**src/rtl/margin_servo_pkg.sv**
```systemverilog
package margin_servo_pkg;

  typedef enum logic [1:0] {
    MODE_IDLE = 2'd0,
    MODE_UP   = 2'd1,
    MODE_DOWN = 2'd2
  } modeT;

  typedef struct packed {
    logic preload;
    logic inc;
    logic dec;
  } stepCmdT;

endpackage

```
**src/rtl/margin_servo_ctrl.sv**
```systemverilog
module margin_servo_ctrl
  import margin_servo_pkg::*;
#(
  parameter int ADC_W = 10
) (
  input  logic             clk,
  input  logic             rstN,
  input  logic             pinUp,
  input  logic             pinDown,
  input  logic             cmdUp,
  input  logic             cmdDown,
  input  logic [ADC_W-1:0] hiTarget,
  input  logic [ADC_W-1:0] loTarget,
  input  logic             trimInvert,
  input  logic [ADC_W-1:0] adcSample,
  input  logic             adcValid,
  input  logic             codeAtMax,
  input  logic             codeAtMin,
  output stepCmdT          stepCmd,
  output modeT             mode,
  output logic             locked,
  output logic             limitHit
);

  modeT             reqMode;
  logic [ADC_W-1:0] target;
  logic             evaluate;
  logic             match;
  logic             needInc;
  logic             blocked;
  logic             modeChange;

  // Request resolution: a single pin wins; conflicts mean no margining.
  always_comb begin
    if (pinUp ^ pinDown)
      reqMode = pinUp ? MODE_UP : MODE_DOWN;
    else if (!pinUp && !pinDown && (cmdUp ^ cmdDown))
      reqMode = cmdUp ? MODE_UP : MODE_DOWN;
    else
      reqMode = MODE_IDLE;
  end

  assign modeChange = (reqMode != mode);
  assign target     = (mode == MODE_UP) ? hiTarget : loTarget;
  assign match      = (adcSample == target);
  assign needInc    = (adcSample < target) ^ trimInvert;
  assign blocked    = needInc ? codeAtMax : codeAtMin;
  assign evaluate   = (mode != MODE_IDLE) && !modeChange && !locked && adcValid;

  always_comb begin
    stepCmd.preload = modeChange && (reqMode != MODE_IDLE);
    stepCmd.inc     = evaluate && !match && needInc  && !codeAtMax;
    stepCmd.dec     = evaluate && !match && !needInc && !codeAtMin;
  end

  always_ff @(posedge clk or negedge rstN) begin
    if (!rstN) begin
      mode     <= MODE_IDLE;
      locked   <= 1'b0;
      limitHit <= 1'b0;
    end else begin
      mode <= reqMode;
      if (modeChange) begin
        locked   <= 1'b0;
        limitHit <= 1'b0;
      end else begin
        if (evaluate && match)
          locked <= 1'b1;
        if (evaluate && !match && blocked)
          limitHit <= 1'b1;
      end
    end
  end

  // while margining, only the up mode and the down mode can be held.
  p_mode_legal_r1 : assert property (@(posedge clk) disable iff (!rstN)
    mode != 2'd3);

  // limit is only ever raised while a request is active.
  p_limit_active_r6 : assert property (@(posedge clk) disable iff (!rstN)
    limitHit |-> (mode != MODE_IDLE));

endmodule

```
**src/rtl/margin_servo_dp.sv**
```systemverilog
module margin_servo_dp
  import margin_servo_pkg::*;
#(
  parameter int DAC_W = 8
) (
  input  logic             clk,
  input  logic             rstN,
  input  stepCmdT          stepCmd,
  input  logic [DAC_W-1:0] startCode,
  output logic [DAC_W-1:0] dacCode,
  output logic             codeAtMax,
  output logic             codeAtMin
);

  localparam logic [DAC_W-1:0] CODE_MAX = '1;
  localparam logic [DAC_W-1:0] CODE_MIN = '0;

  assign codeAtMax = (dacCode == CODE_MAX);
  assign codeAtMin = (dacCode == CODE_MIN);

  always_ff @(posedge clk or negedge rstN) begin
    if (!rstN)
      dacCode <= CODE_MIN;
    else if (stepCmd.preload)
      dacCode <= startCode;
    else if (stepCmd.inc)
      dacCode <= dacCode + DAC_W'(1);
    else if (stepCmd.dec)
      dacCode <= dacCode - DAC_W'(1);
  end

  // the counter moves by at most one code per cycle unless preloaded.
  p_single_step_r4 : assert property (@(posedge clk) disable iff (!rstN)
    !stepCmd.preload |=> (dacCode == $past(dacCode)) ||
                         (dacCode == $past(dacCode) + DAC_W'(1)) ||
                         (dacCode == $past(dacCode) - DAC_W'(1)));

  // no wrap from the top rail to the bottom rail.
  p_no_wrap_hi_r6 : assert property (@(posedge clk) disable iff (!rstN)
    (dacCode == CODE_MAX && !stepCmd.preload) |=> dacCode != CODE_MIN);

  // no wrap from the bottom rail to the top rail.
  p_no_wrap_lo_r6 : assert property (@(posedge clk) disable iff (!rstN)
    (dacCode == CODE_MIN && !stepCmd.preload) |=> dacCode != CODE_MAX);

endmodule

```
**src/rtl/margin_servo.sv**
```systemverilog
module margin_servo
  import margin_servo_pkg::*;
#(
  parameter int ADC_W = 10,
  parameter int DAC_W = 8
) (
  input  logic             clk,
  input  logic             rstN,
  input  logic             pinUp,
  input  logic             pinDown,
  input  logic             cmdUp,
  input  logic             cmdDown,
  input  logic [ADC_W-1:0] hiTarget,
  input  logic [ADC_W-1:0] loTarget,
  input  logic [DAC_W-1:0] startCode,
  input  logic             trimInvert,
  input  logic             readyActiveLow,
  input  logic [ADC_W-1:0] adcSample,
  input  logic             adcValid,
  output logic [DAC_W-1:0] dacCode,
  output logic             trimEnable,
  output logic             readyOut,
  output logic             atLimit
);

  stepCmdT stepCmd;
  modeT    mode;
  logic    locked;
  logic    limitHit;
  logic    codeAtMax;
  logic    codeAtMin;

  margin_servo_ctrl #(.ADC_W(ADC_W)) ctrl_i (
    .clk       (clk),
    .rstN      (rstN),
    .pinUp     (pinUp),
    .pinDown   (pinDown),
    .cmdUp     (cmdUp),
    .cmdDown   (cmdDown),
    .hiTarget  (hiTarget),
    .loTarget  (loTarget),
    .trimInvert(trimInvert),
    .adcSample (adcSample),
    .adcValid  (adcValid),
    .codeAtMax (codeAtMax),
    .codeAtMin (codeAtMin),
    .stepCmd   (stepCmd),
    .mode      (mode),
    .locked    (locked),
    .limitHit  (limitHit)
  );

  margin_servo_dp #(.DAC_W(DAC_W)) dp_i (
    .clk      (clk),
    .rstN     (rstN),
    .stepCmd  (stepCmd),
    .startCode(startCode),
    .dacCode  (dacCode),
    .codeAtMax(codeAtMax),
    .codeAtMin(codeAtMin)
  );

  assign trimEnable = (mode != MODE_IDLE);
  assign readyOut   = locked ^ readyActiveLow;
  assign atLimit    = limitHit;

  // both pins high leaves the trim output floating.
  p_both_pins_float_r9 : assert property (@(posedge clk) disable iff (!rstN)
    (pinUp && pinDown) |=> !trimEnable);

  // without a valid strobe the code holds, apart from a preload.
  p_step_needs_valid_r7 : assert property (@(posedge clk) disable iff (!rstN)
    (!adcValid && !stepCmd.preload) |=> $stable(dacCode));

  // once locked the code is frozen unless the loop restarts.
  p_hold_locked_r5 : assert property (@(posedge clk) disable iff (!rstN)
    (locked && !stepCmd.preload) |=> $stable(dacCode));

  // lock never persists without an active trim drive.
  p_lock_needs_enable_r11 : assert property (@(posedge clk) disable iff (!rstN)
    locked |-> trimEnable);

endmodule

```
**config.mk**
```make
export PLATFORM = sky130hd
export DESIGN_NAME = margin_servo
export DESIGN_NICKNAME = d
export VERILOG_FILES = /design/src/rtl/margin_servo_pkg.sv /design/src/rtl/margin_servo_ctrl.sv /design/src/rtl/margin_servo_dp.sv /design/src/rtl/margin_servo.sv
export SDC_FILE = /design/constraint.sdc
export NUM_CORES = 1
export LEC_CHECK = 0
export BUFFER_PORTS_ARGS = -buffer_cell sky130_fd_sc_hd__buf_2
export CAP_MARGIN = 20
export CORE_AREA = 10 10 64 71
export DETAILED_ROUTE_END_ITERATION = 7
export DIE_AREA = 0 0 74 81
export PLACE_DENSITY = 0.74
export SLEW_MARGIN = 20
export SYNTH_ARGS = -nofsm -noshare
export SYNTH_HDL_FRONTEND = slang
export SYNTH_SLANG_ARGS = --single-unit
```
**constraint.sdc**
```tcl
create_clock -name clk -period 11.1 [get_ports clk]
set_clock_uncertainty 0.15 [all_clocks]
set_input_delay 2.22 -clock clk [delete_from_list [all_inputs] [get_ports clk]]
set_output_delay 2.22 -clock clk [all_outputs]
set_load 0.01 [all_outputs]
```
* Word level (Yosys, flattened, before mapping)
Cells that the tools add are included.
Storage, ports and cells: register bits 12, input port bits 47
Operators by class: reduce and logical (&&, ||, !) cells 27, $lt $le $gt $ge 1, bitwise gates (word level) 4, muxes and demuxes 13, equal/unequal tests 4, $add $sub $neg 2
Operator list (number):
- two-way mux 8 bit | 3
- logical AND 1 bit | 13
- == test 10 bit | 1
- < comparator 10 bit | 1
- two-way mux 10 bit | 1
- adder 8 x 1 -> 8 bit (second input constant) | 1
- == test 8 bit (second input constant) | 1
- zero test 1 bit | 8
- zero test 8 bit | 1
- two-way mux 2 bit | 4
- nonzero test 2 bit | 4
- subtractor 8 x 1 -> 8 bit (second input constant) | 1
- two-way mux 1 bit | 5
- XOR 1 bit | 4
- nonzero test 3 bit | 1
- == test 2 x 1 -> 1 bit (second input constant) | 1
- != test 2 bit | 1

* Logic depth before layout (Yosys ltp)
word-level depth 16, gate-level depth with buffers 17, mapped depth without buffers 16

* Modules after synthesis
From an unflattened synthesis, not the netlist that was laid out.
Unflattened totals: cells, all modules 152, area, all modules 1356.3 sq um
By module, submodules not included:
- margin_servo_dp | cells an instance 82, instances 1, area each 713.2 sq um, sequential area each 200.2 sq um
- margin_servo_ctrl | cells an instance 68, instances 1, area each 628.1 sq um, sequential area each 100.1 sq um
- margin_servo | cells an instance 2, instances 1, area each 15.0 sq um, sequential area each 0.0 sq um

* Least setup slack after synthesis
No wires, ideal clock.
kind in2reg, start point in hiTarget[9], end point reg dp_i.dacCode[7], arrival 5537 ps, path slack 5286 ps, setup time 127 ps, path buffers 0, stages 15, path through mux2i_1 > ha_1 > a21oi_1 > nand2_1 > or3_1 > o211ai_1 > nand4_1 > ha_1 > a21o_1 > a2111oi_0 > o21ai_0 > or2_1 > mux2i_1 > mux2i_1 > nand3_1
Between the ends: longest elaborated chain between the ends 8, elaborated cells on any way between the ends 14
Ends and longest elaborated chain:
- start: declaration | RTL line margin_servo.sv:13 | input logic [ADC_W-1:0] hiTarget,
- two-way mux 10 bit * | RTL line margin_servo_ctrl.sv:44 | assign target = (mode == MODE_UP) ? hiTarget : loTarget;
- parallel branches: the longest is 7 deep, another holds < comparator 10 bit
- end signal: assignment | RTL line margin_servo_dp.sv:25 | dacCode <= startCode;
- end signal: assignment | RTL line margin_servo_dp.sv:27 | dacCode <= dacCode + DAC_W'(1);
- end signal: assignment | RTL line margin_servo_dp.sv:29 | dacCode <= dacCode - DAC_W'(1);
- end: declaration | RTL line margin_servo_dp.sv:10 | output logic [DAC_W-1:0] dacCode,
Mark *: on every way between the ends. A chain may end at the register's enable or synchronous reset.

* Final worst setup path
Ends and elaborated chain as after synthesis.

==> run_results.csv <==
group,metric,value,unit
critical_path,cpPeakStageDelay,0.47,ns
logic_synthesis,syn_area,1371,um2
critical_path,required,11.12,ns
critical_path,crit_fanout,8,
logic_synthesis,synth_cells,153,
pwr,p_seq_frac,0.293,
logic_synthesis,synth.area.top_cells,"dfrtp_1 (22%), ha_1 (16%), mux2i_1 (12%)",
pwr,swShare,0.4367,
timing,hold_ws,0.3417,ns
die,dieArea,5994,um2
drt,route.vias.total,1317,
critical_path,timing.critical_path.mode_cell,"mux2i_1",
timing,tightestPinTransition,0.6374,ns
cts,cts.repair.resized,0,
die,io_pins,58,
timing,post-route-period-util,0.5362,
timing,rsz0062_at_grt,"no",
layout,drive_above_1_share,0.3349,
layout,n_antenna_cell,0,
pwr,ir_drop,0.0001201,V
cts,clk_pin_slew,0.08,ns
critical_path,slowest_stage,"nand4_1",
pwr,cellPowerDensity,156.3,nW/um2
die,num_rows,22,
die,start_util,0.4258,
timing,setup_violations,0,
cts,root_buffer,"clkbuf_4",
timing,setup_tns,0,ns
global_route,grt_pass1_wl,5754,um
critical_path,end_kind,"flop",
logic_synthesis,syn_nets,219,
global_route,grt_pass1_vias,1330,
logic_synthesis,synth_top_area_cell,"dfrtp_1",
placed_design,place.gp.congestion,0.8040,
cts,clock_sinks,12,
pwr,clockPowerShare,0.130,
logic_synthesis,synthXorXnorAreaFrac,0.05109,
die,core_area,3221,um2
logic_synthesis,yosysWarnings,0,
global_route,grt_max_degree,13,
drt,drc,0,
drt,ant_nets,0,
critical_path,worstPathCellList,"buf_2 > mux2i_1 > ha_1 > a21oi_1 > nand2_1 > or3_1 > o211ai_1 > nand4_1 > ha_1 > a21o_1 > a2111oi_0 > o21ai_0 > or2_1 > mux2i_1 > mux2i_1 > nand3_1",
drt,wl_per_cell,14.27,um
logic_synthesis,yosys.area.top_type_share,0.2190,
logic_synthesis,avgSynthCellArea,8.963,um2
logic_synthesis,synthMuxAreaShare,0.1323,
logic_synthesis,synth_top_family_by_area,"simple AND/OR/NAND/NOR gates",
timing,period_needed,5.952,ns
drt,first_pass_iters,4,
logic_synthesis,ys_types,38,
cts,cts_tree,"built",
layout,syn_to_final_growth,26.37,%
logic_synthesis,seq_area_frac_synth,0.2190,
critical_path,cp-start-kind,"primary input",
logic_synthesis,ys_async_sr_fraction,1.000,
cts,htree_num_levels,1,
global_route,antenna_found_initial,0,
timing,maxSlewViolCount,0,
die,die_w,74,um
pwr,power_frac_comb,0.577,
critical_path,path_class,"in2reg",
layout,stdcell_area,1733,um2
cts,cts_buffers,3,
drt,viasPerCell,5.310,
cts,clk_latency,0.28,ns
drt,wirelength,3539,um
pwr,internal-power,0.0001526,W
logic_synthesis,yosys.area_share.simple,0.2272,
placed_design,dpl.hpwl,3033,um
timing,slew_headroom,0.5731,
layout,fin_nets,279,
die,chipHeight,81,um
pwr,switchingPower,0.0001183,W
cts,clockBufferDepth,2,
timing,hold_viol,0,
logic_synthesis,synth_compound_gate_area_share,0.1670,
logic_synthesis,synth-seq-cells,12,
cts,ctsHoldBuffers,0,
global_route,grt_remaining_overflow,0,
placed_design,portBuffers,57,
hold_path,hp-class,"reg2reg",
drt,drt-initial-drc-count,30,
outcome,outcome,"finished, final reports clean",
cts,postCtsSetupBuffers,0,
job,maxCapViolCount,0,
timing,max_freq,168.0,MHz
global_route,track_usage,0.1148,
placed_design,place_area,1694,um2
logic_synthesis,synth_edf_count,0,
critical_path,crit_arrival,5.97,ns
logic_synthesis,synth_ff_type,"dfrtp_1",
pwr,leakagePower,0.8357,nW
logic_synthesis,yosys.area_share.adder,0.1788,
## worst max-delay path, delay by kind of cell
| family | cells | cell delay, ns |
|---|---|---|
| mux | 3 | 0.50 |
| compound gates | 5 | 1.26 |
| buf+inv | 1 | 0.09 |
| fa+ha+maj | 2 | 0.70 |
| simple gates | 5 | 1.20 |
## layer usage
layer / routed length [um] / GRT usage / share of wire / vias to the layer above
met5: 0 / 0 / 0 / -
met4: 0 / 0.01119 / 0 / 0
met3: 390 / 0.04146 / 0.11 / 0
met2: 1668 / 0.2014 / 0.47 / 48
met1: 1479 / 0.1345 / 0.42 / 585
li1: - / - / - / 684
## stage by stage
stage          total power (W)  cells  setup slack (ns)  utilization
2_1_floorplan        0.0001869    153             5.286            -
3_3_place_gp         0.0002350    244             4.951       0.5260
3_5_place_dp         0.0002392    244             4.844       0.5260
4_1_cts              0.0002746    248             5.150       0.5373
5_1_grt              0.0003000    248             4.737       0.5381
6_report             0.0002709    248             5.148       0.5381
## cell families (layout without fill, tap and decap cells)
| logic type | count (synthesis) | after routing |
|---|---|---|
| AO/OA/AOI/OAI | 36 | 36 |
| XOR/XNOR | 8 | 8 |
| adder cells (fa/ha/maj) | 19 | 19 |
| buffers and inverters | 9 | 68 |
| flip-flops | 12 | 12 |
| multiplexers | 18 | 18 |
| AND/OR/NAND/NOR | 51 | 51 |
## cells in the final DEF, fill, tap and decap left out, drive strengths merged, types with 3 or more instances in the layout
cell    Yosys  final
buf         0     57
a21oi      18     18
ha         18     18
mux2i      17     17
dfrtp      12     12
nand2      12     12
nor2       10     10
inv         7      7
o21ai       7      7
nand3       6      6
xnor2       5      5
nand4       4      4
or2         4      4
clkbuf      2      4
xor2        3      3
a21o        3      3
and3        3      3
## registers in the layout, indices dropped and copies added (netlist names)
signal / cells
dp_i.dacCode: 8
ctrl_i.limitHit: 1
ctrl_i.locked: 1
ctrl_i.mode: 2
## cell type report
cell class	count	area (um2)
inverters	7	26.28
clock buffers	4	36.28
fillers	325	1488
well taps	36	45.04
flip-flops and latches	12	300.3
repair buffers	57	285.3
multi-input cells	132	1040
## synthesized netlist by cell type, drive strengths merged, types with 4 or more instances
cell type and instances:
a21oi 18, dfrtp 12, ha 18, inv 7, mux2i 17, nand2 12, nand3 6, nand4 4
nor2 10, o21ai 7, or2 4, xnor2 5
## power groups by stage
stage	combinational [W]	sequential (W)	clock, W
3_3_place_gp	0.000156	0.0000789	0
6_report	0.000156	0.0000793	0.0000352
4_1_cts	0.000160	0.0000788	0.0000357
3_5_place_dp	0.000159	0.0000798	0
2_1_floorplan	0.000108	0.0000788	0
5_1_grt	0.000180	0.0000819	0.0000377
## worst paths after layout
kind | start | to | slack [ns] | cells past startpoint
min in group asynchronous | rstN | dp_i.dacCode[2] | 1.65 | 1
worst max-delay path | hiTarget[9] | dp_i.dacCode[7] | 5.15 | 16
worst min-delay path | ctrl_i.limitHit | ctrl_i.limitHit | 0.34 | 2
max in group asynchronous | rstN | dp_i.dacCode[6] | 8.92 | 1
worst max register to register | ctrl_i.mode[0] | dp_i.dacCode[7] | 6.08 | 16
worst min register to register | ctrl_i.limitHit | ctrl_i.limitHit | 0.34 | 2
Note: power is estimated with default switching activity, not from simulation.
